## src/rtl/ee2a_pkg.sv

```systemverilog
package ee2a_pkg;
  typedef enum logic [2:0] {ST_IDLE, ST_DEV, ST_AHI, ST_ALO, ST_WDAT, ST_RDAT} st_e;
  localparam logic [3:0] DEV_TYPE = 4'b1010;
endpackage

```

## src/rtl/ee2a_bitcnt.sv

```systemverilog
module ee2a_bitcnt #(
  parameter int BYTE_W = 8,
  localparam int CW = $clog2(BYTE_W + 1)
) (
  input  logic              clk_i,
  input  logic              rst_ni,
  input  logic              start_i,
  input  logic              stop_i,
  input  logic              scl_rise_i,
  input  logic              sda_i,
  output logic [CW-1:0]     cnt_o,
  output logic [BYTE_W-1:0] byte_o,
  output logic              byte_done_o,
  output logic              ack_slot_o
);
  logic [CW-1:0]     cnt_q;
  logic [BYTE_W-2:0] sh_q;

  always_ff @(posedge clk_i or negedge rst_ni) begin
    if (!rst_ni) begin
      cnt_q <= '0;
      sh_q  <= '0;
    end else if (start_i || stop_i) begin
      cnt_q <= '0;
    end else if (scl_rise_i) begin
      sh_q  <= {sh_q[BYTE_W-3:0], sda_i};
      cnt_q <= (cnt_q == CW'(BYTE_W)) ? '0 : cnt_q + 1'b1;
    end
  end

  assign cnt_o       = cnt_q;
  assign byte_o      = {sh_q, sda_i};
  assign byte_done_o = scl_rise_i && !start_i && !stop_i && cnt_q == CW'(BYTE_W - 1);
  assign ack_slot_o  = scl_rise_i && !start_i && !stop_i && cnt_q == CW'(BYTE_W);

  AST_CNT_RANGE: assert property (@(posedge clk_i) disable iff (!rst_ni)
    cnt_q <= CW'(BYTE_W));
  AST_START_CLEARS: assert property (@(posedge clk_i) disable iff (!rst_ni)
    start_i |=> cnt_q == '0);
endmodule

```

## src/rtl/ee2a_addr_ctr.sv

```systemverilog
module ee2a_addr_ctr #(
  parameter int AW = 13,
  parameter int PW = 5
) (
  input  logic          clk_i,
  input  logic          rst_ni,
  input  logic          load_i,
  input  logic [AW-1:0] load_val_i,
  input  logic          inc_page_i,
  input  logic          inc_full_i,
  output logic [AW-1:0] addr_o
);
  logic [AW-1:0] addr_q;

  always_ff @(posedge clk_i or negedge rst_ni) begin
    if (!rst_ni)         addr_q <= '0;
    else if (load_i)     addr_q <= load_val_i;
    else if (inc_full_i) addr_q <= addr_q + 1'b1;
    else if (inc_page_i) addr_q <= {addr_q[AW-1:PW], addr_q[PW-1:0] + PW'(1)};
  end

  assign addr_o = addr_q;

  AST_PAGE_HELD: assert property (@(posedge clk_i) disable iff (!rst_ni)
    (inc_page_i && !load_i && !inc_full_i) |=> addr_q[AW-1:PW] == $past(addr_q[AW-1:PW]));
  AST_FULL_WRAP: assert property (@(posedge clk_i) disable iff (!rst_ni)
    (inc_full_i && !load_i && addr_q == '1) |=> addr_q == '0);
endmodule

```

## src/rtl/ee2a_slave_ctrl.sv

```systemverilog
module ee2a_slave_ctrl
  import ee2a_pkg::*;
#(
  parameter int AW = 13,
  parameter int PAGE_W = 5,
  localparam int HI_W = AW - 8
) (
  input  logic          clk_i,
  input  logic          rst_ni,
  input  logic          start_i,
  input  logic          stop_i,
  input  logic          scl_rise_i,
  input  logic          scl_fall_i,
  input  logic          sda_i,
  input  logic [2:0]    sel_i,
  input  logic          wp_i,
  input  logic          busy_i,
  output logic          sda_oe_o,
  output logic [AW-1:0] rd_addr_o,
  input  logic [7:0]    rd_data_i,
  output logic          wr_we_o,
  output logic [AW-1:0] wr_addr_o,
  output logic [7:0]    wr_data_o,
  output logic          wr_commit_o
);
  st_e            st_q;
  logic [3:0]     bit_cnt;
  logic [7:0]     rx_byte;
  logic           byte_done, ack_slot;
  logic           ack_q, oe_q, oe_nxt, data_seen_q;
  logic [HI_W-1:0] hi_q;
  logic [AW-1:0]  cur_addr;
  logic           ctr_load, ctr_inc_page, ctr_inc_full, dev_match;

  ee2a_bitcnt #(.BYTE_W(8)) u_bitcnt (
    .clk_i, .rst_ni, .start_i, .stop_i, .scl_rise_i, .sda_i,
    .cnt_o(bit_cnt), .byte_o(rx_byte), .byte_done_o(byte_done), .ack_slot_o(ack_slot)
  );

  assign ctr_load     = byte_done && st_q == ST_ALO;
  assign ctr_inc_page = byte_done && st_q == ST_WDAT && !wp_i;
  assign ctr_inc_full = byte_done && st_q == ST_RDAT;

  ee2a_addr_ctr #(.AW(AW), .PW(PAGE_W)) u_addr (
    .clk_i, .rst_ni,
    .load_i(ctr_load), .load_val_i({hi_q, rx_byte}),
    .inc_page_i(ctr_inc_page), .inc_full_i(ctr_inc_full),
    .addr_o(cur_addr)
  );

  assign dev_match = rx_byte[7:4] == DEV_TYPE && rx_byte[3:1] == sel_i && !busy_i;

  // Ack slot uses ack_q; read bits come straight from the read port.
  always_comb begin
    oe_nxt = 1'b0;
    if (bit_cnt == 4'd8)      oe_nxt = ack_q;
    else if (st_q == ST_RDAT) oe_nxt = ~rd_data_i[~bit_cnt[2:0]];
  end

  always_ff @(posedge clk_i or negedge rst_ni) begin
    if (!rst_ni) begin
      st_q        <= ST_IDLE;
      ack_q       <= 1'b0;
      oe_q        <= 1'b0;
      data_seen_q <= 1'b0;
      hi_q        <= '0;
      wr_we_o     <= 1'b0;
      wr_addr_o   <= '0;
      wr_data_o   <= '0;
      wr_commit_o <= 1'b0;
    end else begin
      wr_we_o     <= 1'b0;
      wr_commit_o <= 1'b0;
      if (start_i) begin
        st_q        <= ST_DEV;
        ack_q       <= 1'b0;
        oe_q        <= 1'b0;
        data_seen_q <= 1'b0;
      end else if (stop_i) begin
        st_q        <= ST_IDLE;
        ack_q       <= 1'b0;
        oe_q        <= 1'b0;
        data_seen_q <= 1'b0;
        wr_commit_o <= st_q == ST_WDAT && data_seen_q;
      end else begin
        if (byte_done) begin
          unique case (st_q)
            ST_DEV: begin
              ack_q <= dev_match;
              st_q  <= !dev_match ? ST_IDLE : (rx_byte[0] ? ST_RDAT : ST_AHI);
            end
            ST_AHI: begin
              hi_q  <= rx_byte[HI_W-1:0];
              ack_q <= 1'b1;
              st_q  <= ST_ALO;
            end
            ST_ALO: begin
              ack_q <= 1'b1;
              st_q  <= ST_WDAT;
            end
            ST_WDAT: begin
              if (wp_i) begin
                ack_q <= 1'b0;
                st_q  <= ST_IDLE;
              end else begin
                ack_q       <= 1'b1;
                wr_we_o     <= 1'b1;
                wr_addr_o   <= cur_addr;
                wr_data_o   <= rx_byte;
                data_seen_q <= 1'b1;
              end
            end
            default: ack_q <= 1'b0;
          endcase
        end
        if (ack_slot && st_q == ST_RDAT && !ack_q && sda_i) st_q <= ST_IDLE;
        if (scl_fall_i) oe_q <= oe_nxt;
      end
    end
  end

  assign sda_oe_o  = oe_q;
  assign rd_addr_o = cur_addr;

  AST_OE_ON_FALL: assert property (@(posedge clk_i) disable iff (!rst_ni)
    (!scl_fall_i && !start_i && !stop_i) |=> $stable(sda_oe_o));
  AST_BUSY_NO_ACK: assert property (@(posedge clk_i) disable iff (!rst_ni)
    (byte_done && !start_i && !stop_i && st_q == ST_DEV && busy_i) |=> !ack_q);
  AST_WP_NO_WRITE: assert property (@(posedge clk_i) disable iff (!rst_ni)
    wr_we_o |-> !$past(wp_i));
  AST_COMMIT_PULSE: assert property (@(posedge clk_i) disable iff (!rst_ni)
    wr_commit_o |=> !wr_commit_o);
  AST_STOP_RELEASE: assert property (@(posedge clk_i) disable iff (!rst_ni)
    stop_i |=> !sda_oe_o);
endmodule

```

## config.mk

```make
export PLATFORM = sky130hd
export DESIGN_NAME = ee2a_slave_ctrl
export DESIGN_NICKNAME = d
export VERILOG_FILES = /design/src/rtl/ee2a_pkg.sv /design/src/rtl/ee2a_bitcnt.sv /design/src/rtl/ee2a_addr_ctr.sv /design/src/rtl/ee2a_slave_ctrl.sv
export SDC_FILE = /design/constraint.sdc
export NUM_CORES = 1
export LEC_CHECK = 0
export BUFFER_PORTS_ARGS = -buffer_cell sky130_fd_sc_hd__buf_2
export CORE_UTILIZATION = 55
export DETAILED_ROUTE_END_ITERATION = 8
export PLACE_DENSITY = 0.9
export SLEW_MARGIN = 20
export SYNTH_ARGS = -nofsm -noshare
export SYNTH_HDL_FRONTEND = slang
export SYNTH_SLANG_ARGS = --single-unit
```

## constraint.sdc

```tcl
create_clock -name clk_i -period 2.65 [get_ports clk_i]
set_input_delay 0.265 -clock clk_i [delete_from_list [all_inputs] [get_ports clk_i]]
set_output_delay 0.265 -clock clk_i [all_outputs]
set_load 0.01 [all_outputs]
```

==> metrics.txt, run 1 <==
Pre-Repair DR Iteration Count 4; post-synthesis sequential area ratio 0.479; Top FF cell, synth dfrtp_1; Multi-input gate area 1440 sq um; root buffer cell clkbuf_8; CTS H-tree lvls 3; status finished, final reports clean; DRC viols 0; worst reg-to-reg setup slack 0.40 ns; final std cell area, no fill 3550 sq um; first-pass GRT wire length 11,400 um; clk_lat worst skew 0.35 ns; Die W 76.3 um; Vias/cell 5.98; Final nets 350; clock tree buffer depth 2; max incr delay on CP 0.77 ns; syn avg cell area 11.4 sq um; vias 2,403; # diodes 0; Hold WC Path Type primary input to flop; Syn Nets 290; largest net degree at the start of global routing 37; setup tns final 0 ns; num rows 26; CTS tree yes; initial core utilization 0.583; Crit Path Category flop to flop; register area 1450 sq um; Global Route Usage Sum 0.256; Worst Slack Setup Final 0.403 ns; Die Y-Extent 76.3 um; area share of the largest cell type after synthesis 0.479; Worst Path Required 2.88 ns; CP Capture Type flop; main area contributors after synthesis dfrtp_1 48%, mux2_2 13%, nor4_4 2.1%; max-slew violation count 0; CP max-delay cell or4b_1; Post-CTS Resized 0; antenna violation net count after detailed routing 0; CTS Sinks 58; Worst Hold Path EP sda_oe_o$_DFFE_PN0P_; final hold violation count 0; Final GP Congestion 0.938; worst vdd ir 0.406 mV; core area 5200 sq um; Power Density 546 nW/um^2; mapped cell area 3030 sq um; RSZ-0062 raised after global routing no; worst hold path depth 2; R2R cell count 4; Num CTS Buffers 9; vias in the first global route 2,339; Placed Area 3350 sq um; CTS clock-pin slew for the worst setup and hold paths 0.07 ns; port bufs 56; synthesis-stage register bit count 58; async set or reset register ratio after synthesis 1.00; Final Setup Violations 0; First DRT Iteration DRCs 226; Synth area leader dfrtp_1; Total Power 1.94 mW; WL final 6760 um; Final Skew 0.00936 ns; placed cells 385; R2R Path End u_addr.addr_o[10]$_DFFE_PN0P_; worst slew pin tran 0.577 ns; initial antenna violation count 0; Layout Cells excl Fill 402; max_cap viols 0; critical path arrival 2.47 ns; number of synthesis warnings 0; startpoint class of the critical path flop; Max-slew headroom 0.612; Routed wire per std cell 16.8 um; EDFF count, synth 0; crit-path cells or4b_1 -> nor4_4 -> mux2_2 -> o21ai_0; io pins 57; Achievable Freq 445 MHz; critical-path maximum fanout 10; Crit Reg-Reg Startpoint u_bitcnt.cnt_o[3]$_DFFE_PN0P_; Overflow after GRT 0; Mapped Cells 267; Leak Pwr 1.75 nW; HPWL after DPL 4890 um; most common cell after layout, fill and taps aside dfrtp_1; most frequent cells in the layout 58 x dfrtp_1, 56 x buf_2, 36 x mux2_2; dpl ws 0.426 ns; fin crit period 2.25 ns; Filler Cells Inserted 387; Unique masters post-synth 52; die area 5820 sq um; hold path start scl_fall_i; layout overhead on the synthesized area 17.1%; ratio of cells with drive above 1 in the final layout 0.361; Tcrit/Tclk final 0.848
==> Yosys cell counts, types with 2 or more instances <==
library cell / instances
a2bb2oi_1: 3
ha_1: 3
nor2_1: 12
a32oi_1: 6
inv_1: 15
mux2_1: 3
mux4_2: 2
clkbuf_1: 5
dfrtp_1: 58
a22oi_1: 2
nand2b_1: 3
a211oi_1: 4
o31ai_1: 4
mux2i_1: 5
nand2_1: 14
nor3_1: 10
nor2b_1: 3
mux2_2: 36
xor2_1: 3
nand4_1: 4
a21oi_1: 8
nand3_1: 6
nor4_4: 3
a31oi_1: 5
and2_1: 2
buf_6: 4
or4_1: 5
buf_2: 2
o21ai_0: 11
nor4_1: 4
==> report_power, final <==
part / switching, mW / internal [mW] / total (mW)
sequential: 0.0745 / 0.929 / 1.00
combinational: 0.0653 / 0.0668 / 0.132
clock: 0.371 / 0.431 / 0.802
total: 0.511 / 1.43 / 1.94
==> metal layers <==
layer  global-route usage  vias up  share of wire
met4                0.167        0          0.026
li1                     -     1126              -
met1                0.334     1155           0.41
met3               0.0635       17          0.076
met5                    0        -              0
met2                0.381      105           0.49
==> worst max-delay path, delay by kind of cell (launching register included) <==
kind | cells | cell delay, ns
flops | 1 | 0.43
compound gates | 1 | 0.07
mux | 1 | 0.27
simple gates | 2 | 1.36
==> metrics by stage <==
stage,hold slack [ns],utilization
floorplan,-0.0306,-
global placement,0.250,0.644
detailed placement,0.257,0.644
CTS,0.0963,0.682
global route,0.109,0.682
finish,0.106,0.682
==> repair_timing <==
item	in CTS	in global routing
buffers inserted	0	0
hold endpoints to repair	22	0
hold buffers	1	0
==> how the worst max path moves through the flow <==
stage                     depth (start not counted)                       endpoint                     startpoint
after global routing                              4  u_addr.addr_o[10]$_DFFE_PN0P_  u_bitcnt.cnt_o[3]$_DFFE_PN0P_
after detailed placement                          4      wr_addr_o[10]$_DFFE_PN0P_  u_bitcnt.cnt_o[3]$_DFFE_PN0P_
final                                             4  u_addr.addr_o[10]$_DFFE_PN0P_  u_bitcnt.cnt_o[3]$_DFFE_PN0P_
after CTS                                         4      wr_addr_o[10]$_DFFE_PN0P_  u_bitcnt.cnt_o[3]$_DFFE_PN0P_
after global placement                            4  u_addr.addr_o[11]$_DFFE_PN0P_  u_bitcnt.cnt_o[3]$_DFFE_PN0P_
after floorplan                                   6       wr_data_o[0]$_DFFE_PN0P_            st_q[1]$_DFFE_PN0P_
==> sequential cells by signal, indices dropped and copies added, names as in the netlist <==
signal          cells
hi_q                5
u_bitcnt.cnt_o      4
wr_commit_o         1
sda_oe_o            1
ack_q               1
wr_data_o           8
data_seen_q         1
wr_addr_o          13
st_q                3
u_bitcnt.sh_q       7
wr_we_o             1
u_addr.addr_o      13
==> final cells by class <==
class                           instances  area share
Sequential cell                        58       0.409
Multi-Input combinational cell        182       0.406
Timing Repair Buffer                   61      0.0902
Clock buffer                            9      0.0349
Tap cell                               70      0.0247
Clock inverter                          7      0.0194
Inverter                               15      0.0159
==> kinds of logic (layout without fill, tap and decap cells) <==
family / count (synthesis) / in the layout / share of synthesized area
muxes: 46 / 46 / 0.176
DFF: 58 / 58 / 0.479
adders and majority gates: 3 / 3 / 0.0124
buffers and inverters: 27 / 92 / 0.0454
and+or+nand+nor: 76 / 76 / 0.156
AOI/OAI and AO/OA: 54 / 54 / 0.123
xor gates and xnor gates: 3 / 3 / 0.00866
Power figures use the tool's default switching activity.
==> inputs of run 2 (changes only) <==
- CORE_UTILIZATION: 55 -> 50
- PLACE_DENSITY: 0.9 -> 0.87
- clock period: 2.65 -> 2 ns (I/O delays scaled with it)
==> run 2 against run 1 <==
Net effect:
- fmax up 13%
- clock skew fell by 0.0023 ns
- via count is 4.8% higher
- core utilization down 4.1 points
- clock power grew 48%
- sequential share of layout area down 2.4 points
==> metrics.txt, run 2 (synthesized netlist as in run 1, its figures left out) <==
CTS clock-pin slew for the worst setup and hold paths 0.06 ns; Vias/cell 5.91; Pre-Repair DR Iteration Count 4; initial antenna violation count 0; antenna violation net count after detailed routing 0; Leak Pwr 1.89 nW; dpl ws 0.0179 ns; WL final 7200 um; startpoint class of the critical path flop; vias 2,518; Final Setup Violations 0; fin crit period 1.99 ns; Filler Cells Inserted 435; first-pass GRT wire length 11,700 um; num rows 28; root buffer cell clkbuf_8; clk_lat worst skew 0.34 ns; core area 5890 sq um; die area 6380 sq um; Final nets 369; Overflow after GRT 0; Worst Path Required 2.23 ns; final hold violation count 0; most frequent cells in the layout 58 x dfrtp_1, 56 x buf_2, 34 x mux2_2; Die W 79.9 um; Hold WC Path Type primary input to flop; Final GP Congestion 0.954; First DRT Iteration DRCs 259; worst slew pin tran 0.562 ns; io pins 57; initial core utilization 0.515; Global Route Usage Sum 0.244; Final Skew 0.00705 ns; worst vdd ir 0.562 mV; clock tree buffer depth 2; DRC viols 0; Num CTS Buffers 9; Crit Path Category flop to flop; Max-slew headroom 0.622; CTS Sinks 58; CP Capture Type flop; worst reg-to-reg setup slack 0.01 ns; max_cap viols 0; Achievable Freq 503 MHz; Tcrit/Tclk final 0.993; most common cell after layout, fill and taps aside dfrtp_1; largest net degree at the start of global routing 36; ratio of cells with drive above 1 in the final layout 0.405; Worst Slack Setup Final 0.0137 ns; CTS tree yes; critical path arrival 2.21 ns; critical-path maximum fanout 9; status finished, final reports clean; max-slew violation count 0; fin util 0.641; vias in the first global route 2,401; port bufs 56; Die Y-Extent 79.9 um; Routed wire per std cell 16.9 um; layout overhead on the synthesized area 24.5%; Total Power 2.72 mW; CTS H-tree lvls 3; Power Density 721 nW/um^2; HPWL after DPL 5080 um; RSZ-0062 raised after global routing yes; # diodes 0
## run 2: cell count changes in the layout (fill, tap and decap cells not counted), sizes merged
cell,before,now
buf,60,79
bufinv,1,2
clkbuf,9,11
clkinv,3,2
clkinvlp,2,1
inv,16,15
## run 2: layout make-up
type / instances / area (sq um) / share of cell area
clock inverters: 5 / 77.6 / 0.0206
clock buffers: 11 / 141 / 0.0375
well taps: 75 / 93.8 / 0.0249
multi-input cells: 182 / 1470 / 0.390
flip-flops and latches: 58 / 1450 / 0.384
repair buffers: 80 / 483 / 0.128
inverters: 15 / 56.3 / 0.0149
## run 2: worst max-delay path: stages (launching register included)
cell and delay, ns:
dfrtp_1 0.37, or4b_4 0.53, buf_6 0.17, nor4_4 0.20, buf_4 0.25, mux2_2 0.35
## run 2: metrics by stage
step / hold slack, ns / std cells / TNS, ns / cell area, sq um
2_1_floorplan: -0.0956 / 267 / -0.557 / 3040
6_report: 0.0417 / 426 / 0 / 3770
5_1_grt: 0.0484 / 426 / -0.835 / 3770
3_5_place_dp: 0.219 / 408 / 0 / 3510
4_1_cts: 0.0357 / 425 / 0 / 3740
3_3_place_gp: 0.219 / 408 / 0 / 3510
## run 2: path summary, 6_finish.rpt
kind                                        endpoint  cells after the start                           from
max                         wr_data_o[7]$_DFFE_PN0P_                      5  u_bitcnt.cnt_o[3]$_DFFE_PN0P_
min                             sda_oe_o$_DFFE_PN0P_                      2                     scl_fall_i
max reg2reg                 wr_data_o[7]$_DFFE_PN0P_                      5  u_bitcnt.cnt_o[3]$_DFFE_PN0P_
min reg2reg                 wr_addr_o[2]$_DFFE_PN0P_                      1       wr_addr_o[2]$_DFFE_PN0P_
max in group asynchronous        st_q[1]$_DFFE_PN0P_                      3                         rst_ni
min in group asynchronous  wr_addr_o[12]$_DFFE_PN0P_                      2                         rst_ni
## run 2: routing by layer
metal	routed length [um]	GRT usage
met5	0	0
met4	144	0.127
met3	453	0.0503
met2	3520	0.384
met1	3080	0.315
## run 2: report_power, final
| group | switching (mW) | leakage [nW] | internal [mW] |
|---|---|---|---|
| registers | 0.104 | 0.762 | 1.23 |
| logic | 0.0978 | 1.02 | 0.0968 |
| clock network | 0.460 | 0.109 | 0.731 |
| total | 0.662 | 1.89 | 2.06 |
## run 2: timing repair
item | in CTS | in global routing
buffers inserted | 0 | 1
hold buffers | 1 | 0
setup endpoints to repair | 0 | 37
gates resized for setup | 0 | 9
endpoints found under the hold margin | 23 | 0
==> inputs of run 3 (changes only) <==
- CELL_PAD_IN_SITES_DETAIL_PLACEMENT: not set -> 1
- CELL_PAD_IN_SITES_GLOBAL_PLACEMENT: not set -> 2
- CORE_UTILIZATION: 50 -> 32
- PLACE_DENSITY: 0.87 -> 0.82
==> run 3 against run 2 <==
Net effect:
- clock skew up 0.0015 ns
- register-to-register slack better by 0.02 ns
- power up 7.0%
- highest routed layer unchanged
==> metrics.txt, run 3 (synthesized netlist as in run 1, its figures left out) <==
Achievable Freq 510 MHz; Die W 99.4 um; DRC viols 0; CP max-delay cell or4b_1; Worst Path Required 2.28 ns; largest net degree at the start of global routing 59; worst slew pin tran 0.569 ns; Final nets 384; cell seen most often among critical-path stages buf_6; # diodes 0; Worst Path Buf+Inv 3; CTS Sinks 58; Crit Path Category flop to flop; ratio of cells with drive above 1 in the final layout 0.434; max_cap viols 0; Hold WC Path Type primary input to flop; fin util 0.434; Die Y-Extent 99.4 um; critical-path maximum fanout 8; io pins 57; fin crit period 1.96 ns; Leak Pwr 1.97 nW; Vias/cell 5.32; HPWL after DPL 6120 um; crit-path cells or4b_1 -> buf_6 -> nor4_4 -> buf_4 -> buf_6 -> mux2i_2 -> a21o_1; Final Setup Violations 0; CTS H-tree lvls 3; max-slew violation count 0; WL final 8350 um; startpoint class of the critical path flop; Filler Cells Inserted 1,034; status finished, final reports clean; setup tns final 0 ns; Pre-Repair DR Iteration Count 4; Total Power 2.91 mW; delay-heaviest family, CP simple AND/OR/NAND/NOR gates; Power Density 729 nW/um^2; RSZ-0062 raised after global routing yes; vias 2,540; Tcrit/Tclk final 0.981; antenna violation net count after detailed routing 0; port bufs 56; Max-slew headroom 0.621; Global Route Usage Sum 0.177; worst vdd ir 0.318 mV; core area 9200 sq um; CTS tree yes; die area 9870 sq um; Routed wire per std cell 17.5 um; Min Hold Slack 0.0394 ns; Overflow after GRT 0; most common cell after layout, fill and taps aside dfrtp_1; num rows 35; vias in the first global route 2,684; first-pass GRT wire length 13,500 um; CP Capture Type flop; most frequent cells in the layout 58 x dfrtp_1, 56 x buf_2, 35 x mux2_2; max incr delay on CP 0.48 ns; Num CTS Buffers 9; initial antenna violation count 0; Final GP Congestion 0.872; final hold violation count 0; layout overhead on the synthesized area 31.6%; Final Skew 0.00852 ns; First DRT Iteration DRCs 107; CTS clock-pin slew for the worst setup and hold paths 0.07 ns; critical path arrival 2.25 ns; initial core utilization 0.330; clk_lat worst skew 0.34 ns; clock tree buffer depth 2; root buffer cell clkbuf_8
[run 3: cell count changes in the layout (fill, tap and decap cells not counted), sizes merged]
cell and delta:
buf +14, bufinv +1, clkbuf -1, clkinvlp -1, inv +2
[run 3: per-stage QoR]
step           instances  setup slack (ns)  instance area [sq um]
3_3_place_gp         456          -0.00278                   3650
5_1_grt              477           -0.0557                   3990
3_5_place_dp         456           -0.0616                   3650
6_report             477            0.0376                   3990
2_1_floorplan        267           -0.0377                   3040
4_1_cts              475           0.00343                   3930
[run 3: path summary, 6_finish.rpt]
check / startpoint / to / slack [ns] / cells past startpoint
hold / removal: scl_fall_i / sda_oe_o$_DFFE_PN0P_ / 0.04 / 2
max in group asynchronous: rst_ni / u_bitcnt.cnt_o[0]$_DFFE_PN0P_ / 1.36 / 3
min in group asynchronous: rst_ni / wr_addr_o[11]$_DFFE_PN0P_ / 0.38 / 3
setup reg to reg: u_bitcnt.cnt_o[3]$_DFFE_PN0P_ / u_addr.addr_o[11]$_DFFE_PN0P_ / 0.04 / 7
setup / recovery: u_bitcnt.cnt_o[3]$_DFFE_PN0P_ / u_addr.addr_o[11]$_DFFE_PN0P_ / 0.04 / 7
hold reg to reg: wr_addr_o[2]$_DFFE_PN0P_ / wr_addr_o[2]$_DFFE_PN0P_ / 0.48 / 1
[run 3: repair_timing]
action	4_1_cts	5_1_grt
hold endpoints to repair	58	0
hold buffers	1	0
cloned	0	1
endpoints found under the setup margin	22	31
resized for setup	0	12
buffers inserted	2	1
pin swaps	0	3
[run 3: power breakdown]
group | switching (mW) | internal (mW) | total, mW
sequential | 0.0952 | 1.23 | 1.33
combinational | 0.115 | 0.111 | 0.226
clock | 0.519 | 0.840 | 1.36
[run 3: layout make-up]
| type | instances | area, sq um | area share |
|---|---|---|---|
| Sequential cell | 58 | 1450 | 0.364 |
| Clock buffer | 9 | 124 | 0.0310 |
| Inverter | 15 | 56.3 | 0.0141 |
| Multi-Input combinational cell | 182 | 1460 | 0.367 |
| Tap cell | 111 | 139 | 0.0348 |
| Timing Repair Buffer | 95 | 633 | 0.159 |
| Clock inverter | 7 | 125 | 0.0313 |
[run 3: per-layer routing]
metal | up-vias | part of all wire | routed length, um | global-route usage
met5 | - | 0 | 0 | 0
met4 | 0 | 0.016 | 133 | 0.0645
met3 | 15 | 0.037 | 307 | 0.0295
met2 | 63 | 0.49 | 4120 | 0.299
met1 | 1270 | 0.45 | 3790 | 0.230
li1 | 1192 | - | - | -
